==> src/rtl/nib_port_bridge.sv <==
module nib_port_bridge #(
  parameter int BUF_AW  = 6,
  parameter int MAR_IDX = 14
) (
  input  logic       clk,
  input  logic       rst_n,
  input  logic [7:0] host_byte,
  output logic [3:0] stat_nib
);
  localparam int BUF_DEPTH = 1 << BUF_AW;
  localparam logic [2:0] C_DAT  = 3'b000;
  localparam logic [2:0] C_WA   = 3'b010;
  localparam logic [2:0] C_RA   = 3'b110;
  localparam logic [2:0] C_IDLE = 3'b111;
  localparam logic [7:0] RD_HI_MAR = {C_RA, 1'b1, 4'(MAR_IDX)};

  typedef enum logic [1:0] {S_IDLE, S_ADDR, S_DONE} wst_t;

  logic [7:0] rf  [16];
  logic [7:0] mem [BUF_DEPTH];
  logic [7:0] pv;
  wst_t       wst;
  logic [3:0] addr;
  logic [BUF_AW-1:0] wptr, rptr, rptr_n;

  wire [2:0] cmd  = host_byte[7:5];
  wire       half = host_byte[4];
  wire [3:0] pay  = host_byte[3:0];

  wire commit = (wst == S_ADDR) && (cmd == C_DAT) && (pv[7:5] == C_WA);
  wire bstore = (wst == S_IDLE) && (cmd == C_DAT) && half &&
                (pv[7:5] == C_DAT) && !pv[4];
  wire radv   = (pv == RD_HI_MAR) && (host_byte != pv);

  assign rptr_n = rptr + BUF_AW'(radv);

  wire [7:0] rd_byte = (pay == 4'(MAR_IDX)) ? mem[rptr_n] : rf[pay];

  always_ff @(posedge clk) begin
    if (!rst_n) begin
      pv   <= {C_IDLE, 5'd0};
      wst  <= S_IDLE;
      addr <= '0;
      wptr <= '0;
      rptr <= '0;
      stat_nib <= '0;
      for (int i = 0; i < 16; i++) rf[i] <= '0;
    end else begin
      pv   <= host_byte;
      rptr <= rptr_n;
      if (bstore) wptr <= wptr + 1'b1;
      if (cmd == C_RA) stat_nib <= half ? rd_byte[7:4] : rd_byte[3:0];
      case (cmd)
        C_IDLE: begin
          wst  <= S_IDLE;
          addr <= '0;
        end
        C_WA: if (wst == S_IDLE) begin
          addr <= pay;
          wst  <= S_ADDR;
        end
        C_DAT: if (commit) begin
          wst <= S_DONE;
          if (half) rf[addr][7:4] <= pay;
          else      rf[addr][3:0] <= pay;
        end
        default: ;
      endcase
    end
  end

  always_ff @(posedge clk) begin
    if (rst_n && bstore) mem[wptr] <= {pay, pv[3:0]};
  end

  p_hold_r6: assert property (@(posedge clk) disable iff (!rst_n)
    (cmd != C_RA) |=> $stable(stat_nib));

  p_repeat_no_store_r3: assert property (@(posedge clk) disable iff (!rst_n)
    (host_byte == pv) |=> $stable(wptr));

  p_repeat_no_adv_r8: assert property (@(posedge clk) disable iff (!rst_n)
    (host_byte == pv) |=> $stable(rptr));

  p_idle_clears_r4: assert property (@(posedge clk) disable iff (!rst_n)
    (cmd == C_IDLE) |=> (wst == S_IDLE && addr == 4'd0));

  p_single_commit_r3: assert property (@(posedge clk) disable iff (!rst_n)
    (wst == S_DONE && cmd != C_IDLE) |=> (wst == S_DONE));

  p_ptr_step_r9: assert property (@(posedge clk) disable iff (!rst_n)
    ##1 (wptr == $past(wptr) || wptr == $past(wptr) + 1'b1));
endmodule

==> config.mk <==
export PLATFORM = sky130hd
export DESIGN_NAME = nib_port_bridge
export DESIGN_NICKNAME = d
export VERILOG_FILES = /design/src/rtl/nib_port_bridge.sv
export SDC_FILE = /design/constraint.sdc
export NUM_CORES = 1
export LEC_CHECK = 0
export CORE_MARGIN = 2
export CORE_UTILIZATION = 28
export CTS_BUF_LIST = sky130_fd_sc_hd__clkbuf_8
export DETAILED_ROUTE_END_ITERATION = 6
export DONT_BUFFER_PORTS = 1
export PLACE_DENSITY_LB_ADDON = 0.3
export REMOVE_ABC_BUFFERS = 1
export SETUP_SLACK_MARGIN = 0.5
export SYNTH_ARGS = -nofsm -noshare
export SYNTH_HDL_FRONTEND = slang
export SYNTH_SLANG_ARGS = --single-unit
==> constraint.sdc <==
create_clock -name clk -period 3.83 [get_ports clk]
set_clock_uncertainty 0.2 [all_clocks]
set_input_delay 0.1915 -clock clk [delete_from_list [all_inputs] [get_ports clk]]
set_output_delay 0.1915 -clock clk [all_outputs]
set_load 0.005 [all_outputs]
==> results of run 1 <==
routing by layer:
metal | GRT usage (%) | vias to the layer above | wire, µm
li1 | - | 6729 | -
met1 | 18.41 | 7995 | 29890
met2 | 24.15 | 451 | 35390
met3 | 2.768 | 100 | 4181
met4 | 4.416 | 2 | 1404
met5 | 0 | - | 8
worst min-delay path, cell delays in order:
cell	delay [ns]
nand3b_1	0.07
or3_1	0.30
nor2_1	0.11
and2_1	0.17
logic make-up (layout without fill, tap and decap cells):
family                     count (synthesis)  count (layout)
adders and majority gates                  3               3
other                                      0               1
DFF                                      662             662
buffers and inverters                     96             481
muxes                                    182             182
xor gates and xnor gates                  17              17
AOI/OAI and AO/OA                        112             112
and+or+nand+nor                          479             479
state kept, by name (all words and copies together), names as in the netlist:
name      flops
wptr          6
stat_nib      4
pv            8
rptr          6
addr          4
wst           2
mem         512
rf          120
power by group through the flow:
stage / sequential [mW] / combinational [mW] / clock [mW]
after floorplan: 8.15 / 0.117 / 0
after global placement: 8.14 / 0.208 / 0
after detailed placement: 8.14 / 0.213 / 0
after CTS: 7.99 / 0.348 / 5.81
after global routing: 7.99 / 0.368 / 6.12
final: 7.99 / 0.343 / 5.68
cell usage in the layout, fill, tap and decap left out, types with 5 or more instances in the layout:
cell	count
a21boi_0	8
a221oi_1	5
a221oi_2	5
and2_1	136
buf_12	15
buf_16	16
buf_4	131
clkbuf_8	111
clkinv_1	22
dfxtp_1	26
dlygate4sd3_1	115
edfxtp_1	632
inv_1	48
mux2_2	8
mux2i_1	8
mux4_2	161
nand2_1	113
nand2_2	6
nand2b_1	6
nand3_1	51
nand4_1	13
nor2_1	108
nor2b_1	12
o21ai_0	42
o21ai_1	5
o22a_1	8
or3_1	5
xor2_1	9
worst paths after layout:
check	endpoint	slack, ns	startpoint	cells past startpoint
hold / removal	rf[4][0]	0.08	rst_n	4
setup reg to reg	stat_nib[2]	0.29	pv[3]	12
hold reg to reg	wptr[2]	0.30	wptr[2]	2
setup / recovery	stat_nib[2]	0.29	pv[3]	12
area by class of cell:
class | instances | share of cell area [%]
Clock buffer | 111 | 4.534
Timing Repair Buffer | 287 | 9.098
Multi-Input combinational cell | 793 | 22.21
Inverter | 3 | 0.03342
Clock inverter | 80 | 1.263
Tap cell | 1276 | 4.738
Sequential cell | 662 | 58.12
Antenna cell | 1 | 0.007427
timing repair:
action | CTS | global route
hold endpoints to repair | 755 | 0
gates cloned | 8 | 2
hold buffers | 120 | 0
buffers inserted | 26 | 13
resized for setup | 61 | 15
pin swaps | 26 | 9
endpoints found under the setup margin | 4 | 59
per-stage QoR:
| step | hold slack, ns | setup TNS, ns | std cells | power [mW] |
|---|---|---|---|---|
| 2_1_floorplan | 0.06454 | -24.00 | 1458 | 8.269 |
| 3_3_place_gp | 0.08878 | 0 | 2852 | 8.348 |
| 3_5_place_dp | 0.09207 | -0.1049 | 2852 | 8.355 |
| 4_1_cts | 0.007167 | 0 | 3197 | 14.16 |
| 5_1_grt | 0.09869 | 0 | 3212 | 14.48 |
| 6_report | 0.07789 | 0 | 3213 | 14.02 |
cells in the mapped netlist, types with 13 or more instances:
| master | instances |
|---|---|
| edfxtp_1 | 632 |
| nand4_1 | 13 |
| nor2b_1 | 13 |
| nand3_1 | 52 |
| o21ai_0 | 46 |
| dfxtp_1 | 30 |
| mux4_2 | 161 |
| nor2_1 | 108 |
| mux2i_1 | 13 |
| buf_2 | 23 |
| nand2_1 | 119 |
| clkbuf_1 | 52 |
| and2_1 | 136 |
==> run metrics, run 1 <==
Die H=315.9 µm; sequential fraction of the synthesis area=71.87%; CTS Buf Count=108; f_max=0.2824 GHz; cells after synthesis=1551; Layout fillers=9124; Seq. cell area=19580 µm²; synth warn=0; Fin. Hold Viols=0; EDFF count, synth=632; Area Growth Syn to Fin=23.69%; CTS clock-pin slew for the worst setup and hold paths=0.06 ns; post-synthesis xor/xnor area fraction=0.5465%; core area=96570 µm²; grt ovf=0; clock share of power=40.5%; post-DP HPWL=39560 µm; most area-consuming cells after synthesis=edfxtp_1 70%, mux4_2 13%, and2_1 3.1%; average vias per placed instance=4.755; Post-Route WL=70870 µm; Slew headroom=28.09%; CP max stage delay=0.50 ns; Simple-Gate Fraction of Synth Area=8.919%; Yosys reg bits=662; Worst setup EP type=register; Post-synth top flop=edfxtp_1; Layout Utilization=34.89%; htree depth=3; post-layout min period=3.541 ns; number of global-route vias before repair=16060; worst-path cell chain=xor2_1, nor4_2, a21oi_2, ha_4, ha_4, buf_12, buf_4, mux4_2, mux4_2, o21ai_4, a21oi_1, a211o_1; Max IR drop VDD=0.2717 mV; Iter 0 DRT Violations=1136; largest family of logic cells by synthesized area=multiplexers; crit path max fanout=6; share of cells above drive strength 1=26.86%; I/O pin cnt=14; Routed Antenna Nets=0; fin crit share=92.46%; area taken by multi-input logic gates=7482 µm²; area leader, netlist=edfxtp_1; worst setup path category=reg2reg; Critical Path RT=4.25 ns; status=completed; drc violations=0; die area=99810 µm²; Die W=315.9 µm; count of final max-slew check failures=0; Combinational Power Share=2.4%; Setup WS post-layout=0.2888 ns; post-synthesis mux area share=14.12%; cell area after layout=33690 µm²; post-synthesis adder-cell area fraction=0.1378%; Rows=114; Final Setup Violations=0; RSZ-0062 raised after global routing=yes; first-pass GRT wire length=105000 µm; fraction of synthesis flops using an asynchronous set or reset pin=0%; Netlist cell types=53; WP data arrival=3.96 ns; routed via count=15280; largest net degree at the start of global routing=108; CTS tree=yes; Worst-Skew Late Latency=0.73 ns; Leak Pwr=11.60 nW; CP delay by family, top=multiplexers; CTS root buffer=clkbuf_8; nets=1868; worst slack at placement=-0.05999 ns; cell internal pwr=10.97 mW; worst min path class=in2reg; RePlAce Congestion=0.7958; WP buf/inv=2; sw power=3.047 mW; Synth Cell Area=27240 µm²; pwr/cell area=415.9 nW/µm²; Pre-antenna DRT Iters=5; number of max-cap violations=0; clock sinks=662; initial core utilization=28.21%; GR Util All Layers=14.24%; CP Launch Type=register; syn avg cell area=17.56 µm²; top cell type's share of synthesized area=69.66%; switching portion of total power=21.74%; sequential fraction of design power=57.0%; PortBufs=0; area fraction in compound gates after synthesis=2.747%; CTS Buffer Depth=3; worst-margin pin slew=1.077 ns; drt wl/cell=22.06 µm; Worst path slowest cell=mux4_2; antenna violations before repair=1; placed instance area=29460 µm²
Power figures use the tool's default switching activity.
==> inputs of run 2 (changes only) <==
- CELL_PAD_IN_SITES_DETAIL_PLACEMENT: not set -> 0
- CELL_PAD_IN_SITES_GLOBAL_PLACEMENT: not set -> 2
==> run metrics, run 2 (same netlist as run 1, synthesis figures left out) <==
status=finished, violations left; Area Growth Syn to Fin=23.38%; hold depth=4; CP max stage delay=0.50 ns; number of global-route vias before repair=15730; failing checks=negative hold slack; max reg flops=512; Final Setup Violations=0; Die W=315.9 µm; RSZ-0062 raised after global routing=yes; Hold Slack=-0.02235 ns; CP delay by family, top=simple AND/OR/NAND/NOR gates; most frequent CP cell=buf_12; antenna violations before repair=2; CP endpoint=stat_nib[0]; Slew headroom=37.75%; I/O pin cnt=14; Die H=315.9 µm; Max IR drop VDD=0.2066 mV; placed insts=2858; clock sinks=662; Crit path depth=14; pwr/cell area=426.9 nW/µm²; core area=96570 µm²; first-pass GRT wire length=106900 µm; grt ovf=0; worst-margin pin slew=0.9337 ns; Worst path slowest cell=mux4_2; WP buf/inv=4; setup TNS=0 ns; cell area after layout=33610 µm²; initial core utilization=28.21%; drt wl/cell=23.22 µm; non-filler instance count after layout=3203; worst-path cell chain=xor2_1, nor4_2, a21oi_4, ha_4, buf_6, buf_12, buf_12, buf_12, mux4_2, nand2_1, nand3_2, nand4_1, a22oi_1, a311o_1; crit path max fanout=6; Post-Route WL=74380 µm; CTS clock-pin slew for the worst setup and hold paths=0.06 ns; r2r setup slk=0.24 ns; fin crit share=93.75%; die area=99810 µm²; Worst setup EP type=register; largest net degree at the start of global routing=111; Rows=114; worst min path class=in2reg; Layout fillers=9180; worst setup path category=reg2reg; Leak Pwr=11.45 nW; Fin. Hold Viols=3; worst r2r path cells=14; WP data arrival=4.04 ns; commonest non-fill, non-tap cell in the layout=edfxtp_1; drc violations=0; Crit. Startpoint=pv[7]; nets=1849; Setup WS post-layout=0.2394 ns; Iter 0 DRT Violations=1093; RePlAce Congestion=0.7815; Reg with most FFs=mem; FF-to-FF End=stat_nib[0]; f_max=0.2785 GHz; CP Launch Type=register; CTS tree=yes; number of max-cap violations=0; Routed Antenna Nets=0; average vias per placed instance=4.674; PortBufs=0; routed via count=14970; Worst-Skew Late Latency=0.76 ns; worst reg2reg path startpoint=pv[7]; GR Util All Layers=14.74%; post-layout min period=3.591 ns; htree depth=3; worst slack at placement=-0.1663 ns; CTS Buffer Depth=3; share of cells above drive strength 1=28.69%; placed instance area=29480 µm²; commonest cells after routing, fill and taps aside=632 x edfxtp_1, 161 x mux4_2, 136 x and2_1, 125 x buf_4, 118 x clkbuf_8; count of final max-slew check failures=0; Pre-antenna DRT Iters=5; Critical Path RT=4.28 ns; CTS Buf Count=112; CTS root buffer=clkbuf_8; Regs by FF count=mem (512), rf (120), pv (8); post-DP HPWL=42580 µm
==> run 2: cell types whose count changed in the layout (fill, tap and decap cells not counted), sizes merged <==
cell / previous run / this run
dlygate4sd3: 115 / 98
inv: 52 / 37
bufbuf: 2 / 1
buf: 168 / 165
clkbuf: 113 / 118
diode: 1 / 3
clkinvlp: 1 / 2
clkinv: 27 / 45
==> run 2: power by group <==
part / switching, mW / internal [mW]
clock: 2.93 / 3.06
sequential: 0.0245 / 7.97
combinational: 0.236 / 0.124
==> run 2: worst min-delay path by stage <==
| stage | slack [ns] | to | from |
|---|---|---|---|
| detailed placement | 0.09 | pv[7] | rst_n |
| CTS | -0.71 | mem[50][6] | host_byte[2] |
| floorplan | 0.06 | pv[5] | rst_n |
| global route | -0.00009 | stat_nib[1] | host_byte[2] |
| global placement | 0.09 | pv[7] | rst_n |
| finish | -0.02 | stat_nib[1] | host_byte[2] |
==> run 2: repair_timing <==
| action | 4_1_cts | 5_1_grt |
|---|---|---|
| pin swaps | 32 | 21 |
| setup buffers | 27 | 5 |
| hold buffers | 97 | 6 |
| cloned | 5 | 0 |
| endpoints found under the setup margin | 4 | 14 |
| hold endpoints to repair | 628 | 161 |
| gates resized for setup | 97 | 15 |
==> run 2: cell type report <==
type                            count  area, µm²  share of cell area [%]
Multi-Input combinational cell    793       7576                   22.54
Clock buffer                      118       1624                   4.832
Inverter                            3      11.26                 0.03350
Antenna cell                        3      7.507                 0.02234
Tap cell                         1276       1597                   4.750
Sequential cell                   662      19590                   58.28
Clock inverter                     84      462.9                   1.377
Timing Repair Buffer              264       2745                   8.167
==> run 2: routing by layer <==
metal	vias up	wire length, µm	global-route usage (%)
met5	-	0	0
met4	0	1480	4.330
met3	92	3578	2.735
met2	320	36580	24.51
met1	7852	32740	19.67
li1	6707	-	-
==> run 2: per-stage QoR <==
stage	utilization [%]	power (mW)	hold WS (ns)
floorplan	-	8.269	0.06454
global route	34.80	14.86	-0.00009359
finish	34.81	14.35	-0.02235
global placement	30.53	8.360	0.09166
CTS	34.60	14.49	-0.7140
detailed placement	30.53	8.364	0.09045
==> run 2: worst register-to-register path: cells and delay by family, from the launching register on <==
kind                       cells  cell delay (ns)
and+or+nand+nor                4             0.83
AOI/OAI and AO/OA              3             0.61
buffers and inverters          4             0.50
muxes                          1             0.50
adders and majority gates      1             0.34
DFF                            1             0.32
xor gates and xnor gates       1             0.17
==> inputs of run 3 (changes only) <==
- CORE_ASPECT_RATIO: not set -> 1.4
- PLACE_DENSITY: not set -> 0.58
- PLACE_DENSITY_LB_ADDON: 0.3 -> not set
- RECOVER_POWER: not set -> 25
==> run metrics, run 3 (same netlist as run 1, synthesis figures left out) <==
status=finished, violations left; failing checks=max-capacitance violations, max-slew violations; first-pass GRT wire length=109400 µm; count of final max-slew check failures=249; htree depth=3; highest routed layer=met4; largest net degree at the start of global routing=110; CTS root buffer=clkbuf_8; Crit. Startpoint=pv[0]; I/O pin cnt=14; clock share of power=42.0%; Fin. Hold Viols=0; post-DP HPWL=44510 µm; PortBufs=0; CP Launch Type=register; Die W=267.6 µm; Slew headroom=-74.13%; worst hold start=host_byte[4]; drc violations=0; antenna violations before repair=5; f_max=0.2729 GHz; drt wl/cell=23.26 µm; Combinational Power Share=2.4%; CTS Buf Count=105; sw power=3.186 mW; WP data arrival=4.12 ns; Setup WS post-layout=0.1658 ns; average vias per placed instance=4.665; Max IR drop VDD=0.2292 mV; nets=1876; Reg with most FFs=mem; routed wl met2=41540 µm; Worst setup EP type=register; Area Growth Syn to Fin=24.50%; worst slack at placement=-0.1457 ns; number of global-route vias before repair=16180; WP buf/inv=5; pwr/cell area=423.8 nW/µm²; post-layout min period=3.664 ns; Critical Path RT=4.29 ns; Layout fillers=9348; worst-path cell chain=xor2_1, nor4_1, a21oi_1, buf_4, ha_4, buf_12, buf_16, buf_12, buf_6, mux4_2, nand2_2, nand3_4, nand4_1, a22oi_1, a311o_1; routed via count=15180; worst reg2reg path startpoint=pv[0]; commonest cells after routing, fill and taps aside=632 x edfxtp_1, 161 x mux4_2, 145 x buf_4, 136 x and2_1, 113 x nand2_1; worst setup path category=reg2reg; number of max-cap violations=3; Die H=373.1 µm; cell internal pwr=11.19 mW; RePlAce Congestion=0.7691; Routed Antenna Nets=0; commonest non-fill, non-tap cell in the layout=edfxtp_1; CTS tree=yes; Regs by FF count=mem (512), rf (120), pv (8); routed length on met3=2928 µm; Post-Route WL=75700 µm; WL met1=28940 µm; crit path max fanout=8; initial core utilization=28.20%; Leak Pwr=11.62 nW; worst-margin pin slew=2.612 ns; die area=99840 µm²; Iter 0 DRT Violations=1068; max reg flops=512; clock sinks=662; Rows=135; Worst path slowest cell=mux4_2; RSZ-0062 raised after global routing=yes; most frequent CP cell=buf_12; GR Util All Layers=15.20%; Layout Utilization=35.10%; Worst-Skew Late Latency=0.77 ns; fin crit share=95.67%; core area=96620 µm²; Final Setup Violations=0; CP delay by family, top=simple AND/OR/NAND/NOR gates; PnR Total Power=14.37 mW; CTS clock-pin slew for the worst setup and hold paths=0.07 ns; sequential fraction of design power=55.6%; setup TNS=0 ns; worst min path class=in2reg; CTS Buffer Depth=3; CP max stage delay=0.51 ns; share of cells above drive strength 1=28.86%; Hold Slack=0.09527 ns; Pre-antenna DRT Iters=5; switching portion of total power=22.16%; grt ovf=0
## run 3: changes by cell type in the layout (fill, tap and decap cells not counted), moves of 3 or more
| cell | before | now |
|---|---|---|
| clkinv_2 | 17 | 26 |
| o311ai_1 | 0 | 3 |
| mux2i_1 | 10 | 6 |
| o311ai_2 | 3 | 0 |
| clkinv_1 | 28 | 24 |
| buf_4 | 125 | 145 |
| clkbuf_8 | 118 | 107 |
| dlygate4sd3_1 | 98 | 104 |
| inv_1 | 33 | 26 |
| bufinv_16 | 3 | 7 |
| dfxtp_1 | 25 | 28 |
| buf_8 | 6 | 2 |
| buf_16 | 10 | 16 |
| clkbuf_1 | 0 | 3 |
## run 3: final cells by class
type                    instances  area (µm²)  area share, %
diodes                          2       5.005        0.01476
flip-flops and latches        662       19580          57.73
clock buffers                 107        1473          4.342
clock inverters                88       595.6          1.756
multi-input cells             793        7496          22.10
well taps                    1301        1628          4.799
inverters                       3       11.26        0.03320
repair buffers                298        3128          9.222
## run 3: path summary, 6_finish.rpt
| kind | endpoint | cells past startpoint | slack, ns |
|---|---|---|---|
| worst max-delay path | stat_nib[1] | 15 | 0.17 |
| worst min-delay path | rf[3][0] | 4 | 0.1 |
| worst max register to register | stat_nib[1] | 15 | 0.17 |
| worst min register to register | wptr[2] | 2 | 0.28 |
## run 3: power groups by stage
stage | clock network (mW) | registers [mW] | logic, mW
finish | 6.03 | 8.00 | 0.343
global route | 6.54 | 8.00 | 0.368
CTS | 6.23 | 7.99 | 0.358
detailed placement | 0 | 8.14 | 0.217
global placement | 0 | 8.14 | 0.212
floorplan | 0 | 8.15 | 0.117
## run 3: repair_timing
action / CTS / global route
hold buffers: 109 / 0
setup endpoints to repair: 4 / 4
endpoints found under the hold margin: 691 / 0
gates resized for setup: 64 / 18
setup buffers: 35 / 24
pin swaps: 28 / 16
gates cloned: 8 / 1
## run 3: through the flow
stage          cells  instance area (µm²)
3_5_place_dp    2880                29610
6_report        3254                33920
2_1_floorplan   1458                26800
3_3_place_gp    2880                29610
4_1_cts         3227                33680
5_1_grt         3253                33920
## run 3: metal layers
| layer | global-route usage, % | vias up |
|---|---|---|
| li1 | - | 6759 |
| met1 | 17.06 | 7993 |
| met2 | 28.37 | 323 |
| met3 | 2.633 | 104 |
| met4 | 5.597 | 0 |
| met5 | 0 | - |
## run 3: tightest hold or removal path, stage by stage
cell,delay [ns]
nand3b_1,0.10
or3_1,0.30
nor2_1,0.13
and2_1,0.17
